$ cat config.mk
export PLATFORM = sky130hd
export DESIGN_NAME = evt_irq_bank
export DESIGN_NICKNAME = d
export VERILOG_FILES = /design/src/rtl/evt_irq_pkg.sv /design/src/rtl/evt_status_reg.sv /design/src/rtl/evt_enable_reg.sv /design/src/rtl/evt_reset_seq.sv /design/src/rtl/evt_irq_bank.sv
export SDC_FILE = /design/constraint.sdc
export NUM_CORES = 1
export LEC_CHECK = 0
export BUFFER_PORTS_ARGS = -buffer_cell sky130_fd_sc_hd__clkbuf_2
export CORE_ASPECT_RATIO = 1.25
export CORE_MARGIN = 4
export CORE_UTILIZATION = 44
export CTS_CLUSTER_SIZE = 25
export DETAILED_ROUTE_END_ITERATION = 6
export PLACE_DENSITY = 0.76
export SLEW_MARGIN = 25
export SYNTH_ARGS = -nofsm -noshare
export SYNTH_HDL_FRONTEND = slang
export SYNTH_SLANG_ARGS = --single-unit
$ cat constraint.sdc
create_clock -name clk -period 1.1 [get_ports clk]
set_input_delay 0.055 -clock clk [delete_from_list [all_inputs] [get_ports clk]]
set_output_delay 0.055 -clock clk [all_outputs]
set_load 0.01 [all_outputs]
$ cat src/rtl/evt_irq_pkg.sv
// Shared constants for the interrupt event bank: register word addresses
// and event bit positions. Assumes a 3-bit word address space.
package evt_irq_pkg;
    localparam int ADDR_W = 3;
    localparam int NUM_EV = 7;

    localparam logic [ADDR_W-1:0] A_CTRL    = 3'd0;
    localparam logic [ADDR_W-1:0] A_STAT    = 3'd1;
    localparam logic [ADDR_W-1:0] A_RAW     = 3'd2;
    localparam logic [ADDR_W-1:0] A_ENSET   = 3'd3;
    localparam logic [ADDR_W-1:0] A_ENCLR   = 3'd4;
    localparam logic [ADDR_W-1:0] A_SYSCTL  = 3'd5;
    localparam logic [ADDR_W-1:0] A_SYSSTAT = 3'd6;

    localparam int EV_NOACK   = 0;
    localparam int EV_ARBLOST = 1;
    localparam int EV_XFER    = 2;
    localparam int EV_RXRDY   = 3;
    localparam int EV_TXRDY   = 4;
    localparam int EV_RXDRAIN = 5;
    localparam int EV_TXDRAIN = 6;

    localparam int SRST_BIT = 0;
    localparam int DONE_BIT = 0;
endpackage

$ cat src/rtl/evt_status_reg.sv
// Sticky event status register. Each bit is set by its event pulse and
// cleared by a write-one clear. An event wins over a same-cycle clear.
// A soft reset clears every bit and drops same-cycle events.
// Assumes event pulses are synchronous to clk.
module evt_status_reg #(
    parameter int N = 7
) (
    input  logic         clk,
    input  logic         rst_n,
    input  logic         srst,
    input  logic [N-1:0] ev,
    input  logic         clr_we,
    input  logic [N-1:0] clr_mask,
    output logic [N-1:0] stat
);
    for (genvar i = 0; i < N; i++) begin : g_bit
        // Update one status bit: reset, then event, then clear.
        always_ff @(posedge clk) begin
            if (!rst_n || srst)
                stat[i] <= 1'b0;
            else if (ev[i])
                stat[i] <= 1'b1;
            else if (clr_we && clr_mask[i])
                stat[i] <= 1'b0;
        end
    end

    // an event always leaves its bit set, even against a clear.
    a_r1_capture: assert property (@(posedge clk) disable iff (!rst_n)
        (!srst && (ev != '0)) |=> ((stat & $past(ev)) == $past(ev)));

    // cleared bits without a concurrent event read zero.
    a_r2_clear: assert property (@(posedge clk) disable iff (!rst_n)
        (!srst && clr_we) |=> ((stat & $past(clr_mask & ~ev)) == '0));

    // soft reset empties the register.
    a_r8_stat_wipe: assert property (@(posedge clk) disable iff (!rst_n)
        srst |=> (stat == '0));
endmodule

$ cat src/rtl/evt_enable_reg.sv
// Interrupt enable register changed only through set and clear strobes.
// Assumes set and clear never arrive in the same cycle (distinct addresses).
module evt_enable_reg #(
    parameter int N = 7
) (
    input  logic         clk,
    input  logic         rst_n,
    input  logic         srst,
    input  logic         set_we,
    input  logic         clr_we,
    input  logic [N-1:0] wmask,
    output logic [N-1:0] en
);
    // Apply set or clear masks to the enables.
    always_ff @(posedge clk) begin
        if (!rst_n || srst)
            en <= '0;
        else if (set_we)
            en <= en | wmask;
        else if (clr_we)
            en <= en & ~wmask;
    end

    // set strobe raises the written bits.
    a_r4_set: assert property (@(posedge clk) disable iff (!rst_n)
        (set_we && !srst) |=> ((en & $past(wmask)) == $past(wmask)));

    // clear strobe lowers the written bits.
    a_r4_clr: assert property (@(posedge clk) disable iff (!rst_n)
        (clr_we && !srst) |=> ((en & $past(wmask)) == '0));

    // soft reset drops all enables.
    a_r8_en_wipe: assert property (@(posedge clk) disable iff (!rst_n)
        srst |=> (en == '0));
endmodule

$ cat src/rtl/evt_reset_seq.sv
// Soft-reset completion tracker. After a reset the done flag is low.
// It rises once the module enable has been high for DONE_CYC consecutive
// edges and then holds. Dropping the enable early restarts the count.
module evt_reset_seq #(
    parameter int DONE_CYC = 4
) (
    input  logic clk,
    input  logic rst_n,
    input  logic srst,
    input  logic mod_en,
    output logic done
);
    localparam int CW = $clog2(DONE_CYC + 1);

    logic [CW-1:0] cnt;

    // Count enabled cycles until done, then freeze.
    always_ff @(posedge clk) begin
        if (!rst_n || srst) begin
            cnt  <= '0;
            done <= 1'b0;
        end else if (!done) begin
            if (mod_en) begin
                cnt <= cnt + 1'b1;
                if (cnt == CW'(DONE_CYC - 1))
                    done <= 1'b1;
            end else begin
                cnt <= '0;
            end
        end
    end

    // done only rises while the module is enabled.
    a_r9_rise_en: assert property (@(posedge clk) disable iff (!rst_n)
        $rose(done) |-> $past(mod_en));

    // done holds until a reset.
    a_r9_hold: assert property (@(posedge clk) disable iff (!rst_n)
        (done && !srst) |=> done);

    // soft reset lowers done.
    a_r8_done_wipe: assert property (@(posedge clk) disable iff (!rst_n)
        srst |=> !done);
endmodule

$ cat src/rtl/evt_irq_bank.sv
// Interrupt event capture and mask bank, top level. It decodes a 16-bit
// word-addressed register port, holds the module-enable bit, builds the
// raw and masked read views and drives irq. Reads are combinational.
// Assumes one access per cycle.
module evt_irq_bank
    import evt_irq_pkg::*;
#(
    parameter int DATA_W   = 16,
    parameter int NUM_EVT  = NUM_EV,
    parameter int DONE_CYC = 4,
    parameter int EN_BIT   = 15,
    parameter int BUSY_BIT = 12
) (
    input  logic               clk,
    input  logic               rst_n,
    input  logic [NUM_EVT-1:0] ev_pulse,
    input  logic               bus_busy,
    input  logic               wr_en,
    input  logic [ADDR_W-1:0]  addr,
    input  logic [DATA_W-1:0]  wdata,
    output logic [DATA_W-1:0]  rdata,
    output logic               irq
);
    localparam logic [DATA_W-1:0] USED_MASK =
        DATA_W'((1 << NUM_EVT) - 1) | (DATA_W'(1) << EN_BIT) | (DATA_W'(1) << SRST_BIT);

    logic               srst;
    logic               ctrl_en;
    logic               done;
    logic [NUM_EVT-1:0] stat_q;
    logic [NUM_EVT-1:0] en_q;
    logic [NUM_EVT-1:0] masked;
    logic               unused_wbits;

    assign srst         = wr_en && (addr == A_SYSCTL) && wdata[SRST_BIT];
    assign masked       = stat_q & en_q;
    assign irq          = |masked;
    assign unused_wbits = ^(wdata & ~USED_MASK);

    // Hold the module-enable bit.
    always_ff @(posedge clk) begin
        if (!rst_n || srst)
            ctrl_en <= 1'b0;
        else if (wr_en && (addr == A_CTRL))
            ctrl_en <= wdata[EN_BIT];
    end

    evt_status_reg #(.N(NUM_EVT)) u_stat (
        .clk      (clk),
        .rst_n    (rst_n),
        .srst     (srst),
        .ev       (ev_pulse),
        .clr_we   (wr_en && (addr == A_STAT)),
        .clr_mask (wdata[NUM_EVT-1:0]),
        .stat     (stat_q)
    );

    evt_enable_reg #(.N(NUM_EVT)) u_en (
        .clk    (clk),
        .rst_n  (rst_n),
        .srst   (srst),
        .set_we (wr_en && (addr == A_ENSET)),
        .clr_we (wr_en && (addr == A_ENCLR)),
        .wmask  (wdata[NUM_EVT-1:0]),
        .en     (en_q)
    );

    evt_reset_seq #(.DONE_CYC(DONE_CYC)) u_rst (
        .clk    (clk),
        .rst_n  (rst_n),
        .srst   (srst),
        .mod_en (ctrl_en),
        .done   (done)
    );

    // Select the read view for the addressed register.
    always_comb begin
        rdata = '0;
        case (addr)
            A_CTRL:    rdata[EN_BIT] = ctrl_en;
            A_STAT:    rdata[NUM_EVT-1:0] = masked;
            A_RAW: begin
                rdata[NUM_EVT-1:0] = stat_q;
                rdata[BUSY_BIT]    = bus_busy;
            end
            A_ENSET,
            A_ENCLR:   rdata[NUM_EVT-1:0] = en_q;
            A_SYSSTAT: rdata[DONE_BIT] = done;
            default:   rdata = '0;
        endcase
    end

    // a control write lands in the module-enable bit.
    a_r7_ctrl: assert property (@(posedge clk) disable iff (!rst_n)
        (wr_en && (addr == A_CTRL)) |=> (ctrl_en == $past(wdata[EN_BIT])));
endmodule

==> impl_metrics.tcl, run 1 <==
set metrics [dict create \
    whs_ns -0.00497 \
    clk_latency_ns 0.31 \
    fillCellCount 229 \
    syn_avg_cell_area_um2 8.73 \
    initial_core_util_pct 46.3 \
    irDropWorstVdd_v 0.000810 \
    synth_edf_count 0 \
    worst_ep_arrival_time_ns 1.31 \
    nets 231 \
    grt_usage_pct 19.9 \
    setup_violations 8 \
    place_hpwl_mm 2.32 \
    multiInputGateArea_um2 832 \
    post-route-period-util_pct 124 \
    rsz0062_at_grt "yes" \
    outcome "finished with violations" \
    die_area_um2 3740 \
    grt_max_degree 20 \
    port_buffers 31 \
    p_sw_share_pct 30.1 \
    rows 21 \
    seq_area_um2 398 \
    cap_viol_max_count 0 \
    gp_congestion 0.886 \
    cts_tree "built" \
    dp.cells 216 \
    num_vias 1275 \
    cts_root_buffer "clkbuf_4" \
    io_pins 47 \
    drtPass1Iterations 4 \
    grt_first_pass_wirelength_mm 5.69 \
    crit_family "flip-flops" \
    cpPeakStageDelay_ns 0.34 \
    synth_top_area_cell "dfxtp_1" \
    grt-ovfl-total 0 \
    synth_most_common_cell "dfxtp_1" \
    combPwrFrac_pct 25.0 \
    critPathBufInv 2 \
    power.density_nw_per_um2 860 \
    first_iter_violations 40 \
    ys_ff_latch 19 \
    async_flop_share_pct 0 \
    die_w_um 55.5 \
    post-route-util_pct 65.8 \
    via_per_inst 5.50 \
    clockBufferDepth 2 \
    netlist_instances 142 \
    path_class "reg -> out" \
    synthTopCellsByCount "dfxtp_1 (19), a21oi_1 (12), nor2_1 (11)" \
    h-tree-depth 1 \
    p_switching_uw 457 \
    dp_slack_ns -0.0377 \
    drive_gt1_share_pct 44.9 \
    pwr-share-seq_pct 49.2 \
    cp_max_fo 5 \
    setup_ws_ns -0.260 \
    slew_violations 0 \
    cts_buffers 3 \
    wire_per_inst_um 14.7 \
    yosysSeqAreaShare_pct 30.7 \
    cpMaxStageDelayCell "dfxtp_2" \
    synth_area_leaders "dfxtp_1 (31%), mux2i_1 (7.3%), a21oi_1 (4.8%)" \
    hold_class "in -> reg" \
    setup_tns_ns -1.79 \
    fin_skew_ns 0.000162 \
    ant_nets 0 \
    yosys_warnings 0 \
    clockPowerShare_pct 25.8 \
    drc 0 \
    die_height_um 67.4 \
    core_area_um2 2680 \
    p_total_mw 1.52 \
    clock_sinks 19 \
    cp-end-kind "output port" \
    synth_ff_type "dfxtp_1" \
    wirelength_mm 3.42 \
    fin_crit_ns 1.36 \
    yosysUniqueCellTypes 36 \
    antenna_found_initial 0 \
    clk_pin_slew_ns 0.12 \
    timing.rr.start "u_rst.cnt[1]$_SDFFE_PP0N_" \
    power.leakage_nw 0.752 \
    cp.required_ns 1.04 \
    power.internal_mw 1.06 \
    netlist_area_um2 1240 \
    num_antenna_cells 0 \
    start_kind "flop" \
    first_global_vias 1251 \
    synthDominantCellAreaShare_pct 30.7 \
    worstPathCellList "buf_4 -> a22oi_1 -> nand3_1 -> clkbuf_2" \
    instances_no_fill 232 \
    violations "negative hold slack, negative setup slack" \
    hold_start "ev_pulse[6]" \
    area_growth_pct 42.3 \
    hold_violations 1 \
    clock.fmax_ghz 0.735 \
]
==> layout make-up <==
cell class,count,area share (%)
inverters,1,0.213
multi-input cells,110,47.2
well taps,34,2.41
clock buffers,4,1.49
repair buffers,64,26.2
flip-flops and latches,19,22.6
==> worst register-to-register path, stage by stage, from the launching register on <==
cell and delay [ns]:
dfxtp_2 0.36, ha_4 0.16, ha_4 0.23, nor3b_2 0.14, a21oi_1 0.06, nor2_1 0.07
==> power groups by stage <==
stage               sequential (mW)  combinational, mW  clock, mW
floorplan                     0.759              0.198          0
global placement              0.759              0.306          0
detailed placement            0.762              0.317          0
CTS                           0.747              0.369      0.387
global route                  0.751              0.413      0.418
finish                        0.746              0.379      0.391
==> worst paths after layout <==
| path | end | slack, ns | cells past startpoint |
|---|---|---|---|
| max | irq | -0.26 | 4 |
| min | u_stat.stat[6]$_SDFFE_PP0P_ | -0.005 | 3 |
| max reg2reg | u_rst.cnt[2]$_SDFFE_PP0N_ | 0.04 | 5 |
| min reg2reg | u_rst.cnt[2]$_SDFFE_PP0N_ | 0.50 | 2 |
==> placed cells by master, fill, tap and decap left out, drive strengths merged, types with 2 or more instances in the layout <==
cell type / count
clkbuf: 33
buf: 28
dfxtp: 19
a21oi: 12
nor2: 11
nand2: 9
mux2i: 9
nor3b: 9
nand3: 8
a22oi: 8
nor3: 7
conb: 7
dlygate4sd3: 7
mux2: 6
o21ai: 6
nand3b: 3
nor4b: 2
nand4bb: 2
ha: 2
==> per-layer routing <==
layer,vias up,part of all wire [%],GRT usage (%)
met5,-,0,0
met1,604,42,22.3
met2,41,49,33.3
met4,0,3.9,16.4
met3,14,4.6,3.25
li1,616,-,-
==> metrics by stage <==
step	hold WS, ns	area [um^2]
2_1_floorplan	0.202	1270
3_3_place_gp	0.295	1530
3_5_place_dp	0.303	1530
4_1_cts	0.00179	1750
5_1_grt	0.0429	1760
6_report	-0.00497	1760
==> timing repair <==
item	in CTS	in global routing
hold endpoints to repair	7	0
endpoints found under the setup margin	10	10
pin swaps	9	5
buffers inserted	5	0
resized for setup	29	5
hold buffers	7	0
==> kinds of logic after synthesis <==
kind of cell | count (synthesis) | synth area share, %
buffers and inverters | 19 | 10.9
other | 1 | 0.302
AO/OA/AOI/OAI | 30 | 15.5
flip-flops | 19 | 30.7
multiplexers | 15 | 13.0
AND/OR/NAND/NOR | 56 | 27.5
adder cells (fa/ha/maj) | 2 | 2.02
No activity file was read; power rests on OpenSTA's default activity.
==> inputs of run 2 (changes only) <==
--- a/config.mk
+++ b/config.mk
@@ -6,13 +6,15 @@
 export NUM_CORES = 1
 export LEC_CHECK = 0
 export BUFFER_PORTS_ARGS = -buffer_cell sky130_fd_sc_hd__clkbuf_2
+export CELL_PAD_IN_SITES_DETAIL_PLACEMENT = 0
+export CELL_PAD_IN_SITES_GLOBAL_PLACEMENT = 2
 export CORE_ASPECT_RATIO = 1.25
 export CORE_MARGIN = 4
-export CORE_UTILIZATION = 44
+export CORE_UTILIZATION = 25
 export CTS_CLUSTER_SIZE = 25
 export DETAILED_ROUTE_END_ITERATION = 6
-export PLACE_DENSITY = 0.76
-export SLEW_MARGIN = 25
+export PLACE_DENSITY_LB_ADDON = 0.1
+export SLEW_MARGIN = 10
 export SYNTH_ARGS = -nofsm -noshare
 export SYNTH_HDL_FRONTEND = slang
 export SYNTH_SLANG_ARGS = --single-unit
==> run 2 against run 1 <==
Against the previous run:
- clock-buffer cell count unchanged
- total power increased by 5.5%
- largest power group unchanged
- first-iteration DRC count increased by 13%
- the flow finishes with violations (negative setup slack)
- non-clock buffer count decreased by 8
- die area increased by 65%
- critical path type unchanged
- worst hold slack improved by 0.039 ns
==> impl_metrics.tcl, run 2 (synthesized netlist as in run 1, its figures left out) <==
set metrics [dict create \
    outcome "finished with violations" \
    violations "negative setup slack" \
    drive_gt1_share_pct 47.4 \
    fin_skew_ns 0.0000570 \
    via_per_inst 4.81 \
    cts_buffers 3 \
    die_height_um 86.7 \
    grt_usage_pct 12.2 \
    combPwrFrac_pct 21.9 \
    grt_max_degree 20 \
    min_to "ctrl_en$_SDFFE_PP0P_" \
    clockBufferDepth 2 \
    wirelength_mm 3.74 \
    pwr-share-seq_pct 46.6 \
    drtPass1Iterations 4 \
    p_switching_uw 451 \
    start_kind "flop" \
    ff2ff_setup_slack_ns 0.06 \
    nets 223 \
    place_hpwl_mm 2.81 \
    rows 28 \
    port_buffers 31 \
    worst_ep_arrival_time_ns 1.27 \
    clock.fmax_ghz 0.755 \
    power.internal_mw 1.15 \
    clk_latency_ns 0.25 \
    cts_tree "built" \
    cp_max_fo 6 \
    die_area_um2 6160 \
    p_sw_share_pct 28.2 \
    post-route-period-util_pct 120 \
    final_common_cell "clkbuf_2" \
    cap_viol_max_count 0 \
    gr-usage-met3_pct 2.55 \
    hold_start "wdata[15]" \
    timing.rr.start "u_rst.cnt[1]$_SDFFE_PP0N_" \
    hold_buffers 0 \
    r2r-end "u_rst.cnt[2]$_SDFFE_PP0N_" \
    met1_usage_pct 14.1 \
    hold_depth 3 \
    ff2ff_path_depth 5 \
    dp_slack_ns -0.148 \
    clk_pin_slew_ns 0.08 \
    path_class "reg -> out" \
    num_antenna_cells 0 \
    cp.required_ns 1.04 \
    grt-ovfl-total 0 \
    setup_violations 8 \
    fin_crit_ns 1.32 \
    h-tree-depth 1 \
    grtUsageMet2_pct 22.6 \
    gp_congestion 0.702 \
    core_area_um2 4760 \
    ant_nets 0 \
    num_vias 1202 \
    initial_core_util_pct 26.0 \
    first_global_vias 1228 \
    irDropWorstVdd_v 0.000671 \
    hold_violations 0 \
    area_growth_pct 38.6 \
    power.leakage_nw 0.715 \
    slew_violations 0 \
    first_iter_violations 45 \
    grt_first_pass_wirelength_mm 6.00 \
    antenna_found_initial 0 \
    wire_per_inst_um 15.0 \
    cts_root_buffer "clkbuf_8" \
    rsz0062_at_grt "yes" \
    hold_class "in -> reg" \
    busiest_layer "met2" \
    setup_ws_ns -0.225 \
    die_w_um 71.0 \
    io_pins 47 \
    power.density_nw_per_um2 931 \
    layout_common_cells "clkbuf_2 (29), buf_4 (24), a21oi_1 (12)" \
    drc 0 \
    cp-end-kind "output port" \
    clockPowerShare_pct 31.5 \
    final_cell_area_um2 1720 \
    place_area_um2 1560 \
    clock_sinks 19 \
]
==> run 2: changes by cell type in the layout (fill, tap and decap cells not counted), sizes merged <==
cell | before | now
dlygate4sd3 | 7 | 0
buf | 28 | 27
==> run 2: power groups by stage <==
stage	Clock [mW]	Combinational [mW]	Sequential (mW)
after floorplan	0	0.198	0.759
after global placement	0	0.318	0.764
after detailed placement	0	0.323	0.763
after CTS	0.529	0.348	0.752
after global routing	0.557	0.383	0.752
final	0.504	0.350	0.747
==> run 2: critical path, cell delays in order (launching register included) <==
cell,delay (ns)
dfxtp_4,0.37
mux2_2,0.27
a22oi_2,0.12
o21ai_1,0.11
clkbuf_2,0.13
==> run 2: through the flow <==
stage	util, %	std cells	power [mW]	hold slack [ns]	TNS, ns
final	36.1	250	1.60	0.0338	-1.15
after global routing	36.1	250	1.69	0.0386	-1.64
after CTS	35.6	250	1.63	0.0243	-1.26
after detailed placement	32.7	245	1.09	0.298	-0.922
after global placement	32.7	245	1.08	0.299	-0.567
after floorplan	-	148	0.957	0.202	0
==> run 2: timing repair <==
| item | in CTS | in global routing |
|---|---|---|
| endpoints found under the setup margin | 10 | 11 |
| resized for setup | 30 | 7 |
| pin swaps | 10 | 7 |
| buffers inserted | 1 | 0 |
==> run 2: final cells by class <==
| cell class | instances | area, um^2 |
|---|---|---|
| clock buffers | 4 | 45.0 |
| fillers | 557 | 3050 |
| flip-flops and latches | 19 | 402 |
| well taps | 60 | 75.1 |
| repair buffers | 56 | 355 |
| multi-input cells | 110 | 838 |
| inverters | 1 | 3.75 |
==> run 2: per-layer routing <==
layer | vias to the layer above | share of wire [%]
met2 | 19 | 54
li1 | 602 | -
met1 | 579 | 41
met3 | 2 | 3.8
met5 | - | 0
met4 | 0 | 0.45
==> run 2: worst max-delay path by stage <==
| stage | endpoint | slack [ns] | depth (start not counted) |
|---|---|---|---|
| 5_1_grt | irq | -0.27 | 3 |
| 6_report | rdata[3] | -0.22 | 4 |
| 3_5_place_dp | rdata[3] | -0.15 | 5 |
| 2_1_floorplan | u_rst.cnt[2]$_SDFFE_PP0N_ | 0.01 | 5 |
| 3_3_place_gp | rdata[3] | -0.12 | 5 |
| 4_1_cts | irq | -0.21 | 3 |
==> inputs of run 3 (changes only) <==
--- a/config.mk
+++ b/config.mk
@@ -10,11 +10,12 @@
 export CELL_PAD_IN_SITES_GLOBAL_PLACEMENT = 2
 export CORE_ASPECT_RATIO = 1.25
 export CORE_MARGIN = 4
-export CORE_UTILIZATION = 25
+export CORE_UTILIZATION = 24
 export CTS_CLUSTER_SIZE = 25
 export DETAILED_ROUTE_END_ITERATION = 6
-export PLACE_DENSITY_LB_ADDON = 0.1
+export PLACE_DENSITY_LB_ADDON = 0.08
 export SLEW_MARGIN = 10
 export SYNTH_ARGS = -nofsm -noshare
 export SYNTH_HDL_FRONTEND = slang
+export SYNTH_HIERARCHICAL = 1
 export SYNTH_SLANG_ARGS = --single-unit
==> run 3 against run 2 <==
Against the previous run:
- the flow still finishes with violations (negative setup slack)
- register-to-register slack worse by 0.18 ns
- combinational power down 7.1%
- highest routed layer unchanged
- total power down 0.93%
- largest cell class unchanged
- critical endpoint is now rdata[2]
- worst hold slack worse by 0.023 ns
- clock power up 4.0%
- wire length down 3.9%
- flip-flop and latch count unchanged
- die area up 2.0%
- sequential share of layout area down 0.44 points
- fmax up 3.3%
==> impl_metrics.tcl, run 3 <==
set metrics [dict create \
    outcome "finished with violations" \
    violations "negative setup slack" \
    drtPass1Iterations 4 \
    first_global_vias 1243 \
    setup_violations 9 \
    timing.rr.start "u_rst/cnt[1]$_SDFFE_PP0N_" \
    die_w_um 71.7 \
    cap_viol_max_count 0 \
    place_hpwl_mm 2.79 \
    netlist_area_um2 1220 \
    num_antenna_cells 0 \
    grt-ovfl-total 0 \
    cp_max_fo 4 \
    yosys_warnings 6 \
    start_kind "flop" \
    gp_congestion 0.765 \
    post-route-util_pct 36.4 \
    wirelength_mm 3.59 \
    place_area_um2 1580 \
    die_height_um 87.6 \
    clk_pin_slew_ns 0.08 \
    p_total_mw 1.59 \
    synth_area_leaders "dfxtp_1 (31%), a21bo_1 (5.8%), nand2_1 (5.5%)" \
    ff2ff_setup_slack_ns -0.12 \
    yosysSeqAreaShare_pct 31.2 \
    multiInputGateArea_um2 803 \
    synth_top_area_cell "dfxtp_1" \
    via_per_inst 4.73 \
    fin_skew_ns 0.000901 \
    core_area_um2 4830 \
    path_class "reg -> out" \
    die_area_um2 6280 \
    ff2ff_path_depth 4 \
    ant_nets 0 \
    num_vias 1215 \
    first_iter_violations 30 \
    hold_start "wdata[3]" \
    syn_avg_cell_area_um2 8.89 \
    synth_ff_type "dfxtp_1" \
    drive_gt1_share_pct 52.8 \
    cts_tree "built" \
    initial_core_util_pct 25.2 \
    hold_depth 2 \
    clockBufferDepth 2 \
    worst_ep_arrival_time_ns 1.23 \
    cp-end-kind "output port" \
    irDropWorstVdd_v 0.000408 \
    dp.cells 248 \
    hold_violations 0 \
    wire_per_inst_um 14.0 \
    netlist_instances 137 \
    antenna_found_initial 0 \
    hold_buffers 0 \
    synthTopCellsByCount "dfxtp_1 (19), nand2_1 (18), a21oi_1 (12)" \
    port_buffers 31 \
    slew_violations 0 \
    clk_latency_ns 0.27 \
    min_to "u_stat/stat[3]$_SDFFE_PP0P_" \
    layout_common_cells "buf_4 (30), clkbuf_2 (25), nand2_1 (17)" \
    drc 0 \
    nets 230 \
    grt_max_degree 12 \
    h-tree-depth 1 \
    whs_ns 0.0108 \
    fillCellCount 520 \
    async_flop_share_pct 0 \
    instances_no_fill 257 \
    yosysUniqueCellTypes 37 \
    post-route-period-util_pct 117 \
    seq_area_um2 403 \
    final_common_cell "buf_4" \
    setup_ws_ns -0.182 \
    hold_class "in -> reg" \
    synthDominantCellAreaShare_pct 31.2 \
    synth_most_common_cell "dfxtp_1" \
    rows 28 \
    io_pins 47 \
    power.density_nw_per_um2 902 \
    clock_sinks 19 \
    clock.fmax_ghz 0.780 \
    fin_crit_ns 1.28 \
    synth_edf_count 0 \
    cts_buffers 3 \
    grt_usage_pct 12.2 \
    ys_ff_latch 19 \
    power.leakage_nw 0.777 \
    rsz0062_at_grt "yes" \
    area_growth_pct 44.4 \
    final_cell_area_um2 1760 \
    cts_root_buffer "clkbuf_8" \
    grt_first_pass_wirelength_mm 5.99 \
    r2r-end "u_rst/cnt[2]$_SDFFE_PP0N_" \
    cp.required_ns 1.04 \
]
-- run 3: cell types whose count changed after synthesis, moves of 6 or more --
cell / delta
a21bo_1: +7
a311oi_1: +7
nor3_1: -6
mux2i_1: -7
inv_1: +7
nor3b_1: -8
nand3_1: -7
nand2_1: +9
-- run 3: metal layers --
layer | part of all wire, % | vias to the layer above | global-route usage, %
met5 | 0 | - | 0
met4 | 1.3 | 0 | 4.10
met3 | 4.9 | 5 | 2.41
met2 | 52 | 27 | 22.6
met1 | 41 | 586 | 13.9
li1 | - | 597 | -
-- run 3: through the flow --
step / setup TNS [ns] / setup slack [ns]
4_1_cts: -1.50 / -0.222
2_1_floorplan: -0.142 / -0.142
3_5_place_dp: -0.587 / -0.193
3_3_place_gp: -0.507 / -0.160
6_report: -1.33 / -0.182
5_1_grt: -1.94 / -0.250
-- run 3: worst max-delay path by stage --
stage                           endpoint  slack, ns
3_5_place_dp   u_rst/cnt[2]$_SDFFE_PP0N_      -0.19
6_report                        rdata[2]      -0.18
5_1_grt                         rdata[5]      -0.25
2_1_floorplan  u_rst/cnt[2]$_SDFFE_PP0N_      -0.14
4_1_cts                         rdata[2]      -0.22
3_3_place_gp   u_rst/cnt[2]$_SDFFE_PP0N_      -0.16
-- run 3: area by class of cell --
cell class	instances	share of cell area [%]
clock buffer	3	2.35
multi-input combinational	104	45.7
inverter	8	1.71
clock inverter	1	0.285
tap	60	4.27
timing repair buffer	62	22.8
sequential	19	22.9
-- run 3: logic make-up (layout without fill, tap and decap cells) --
kind of cell,after synthesis,count (layout),share of synthesized area [%]
AND/OR/NAND/NOR,46,46,23.3
other,1,7,0.308
buffers and inverters,20,74,11.1
flip-flops,19,19,31.2
adder cells (fa/ha/maj),2,2,2.06
AO/OA/AOI/OAI,41,41,23.8
multiplexers,8,8,8.12
-- run 3: worst max-delay path, stage by stage (launching register included) --
cell	delay (ns)
dfxtp_2	0.34
mux2_4	0.26
a22oi_2	0.11
o21ai_1	0.09
buf_2	0.15
-- run 3: power by group --
part	total, mW	leakage, nW	switching (mW)	internal, mW
combinational	0.325	0.590	0.161	0.164
clock	0.524	0.0255	0.271	0.253
sequential	0.736	0.162	0.0195	0.717
-- run 3: what timing repair did --
action / in CTS / in global routing
gates resized for setup: 24 / 15
pin swaps: 4 / 3
setup buffers: 4 / 1
setup endpoints to repair: 10 / 10
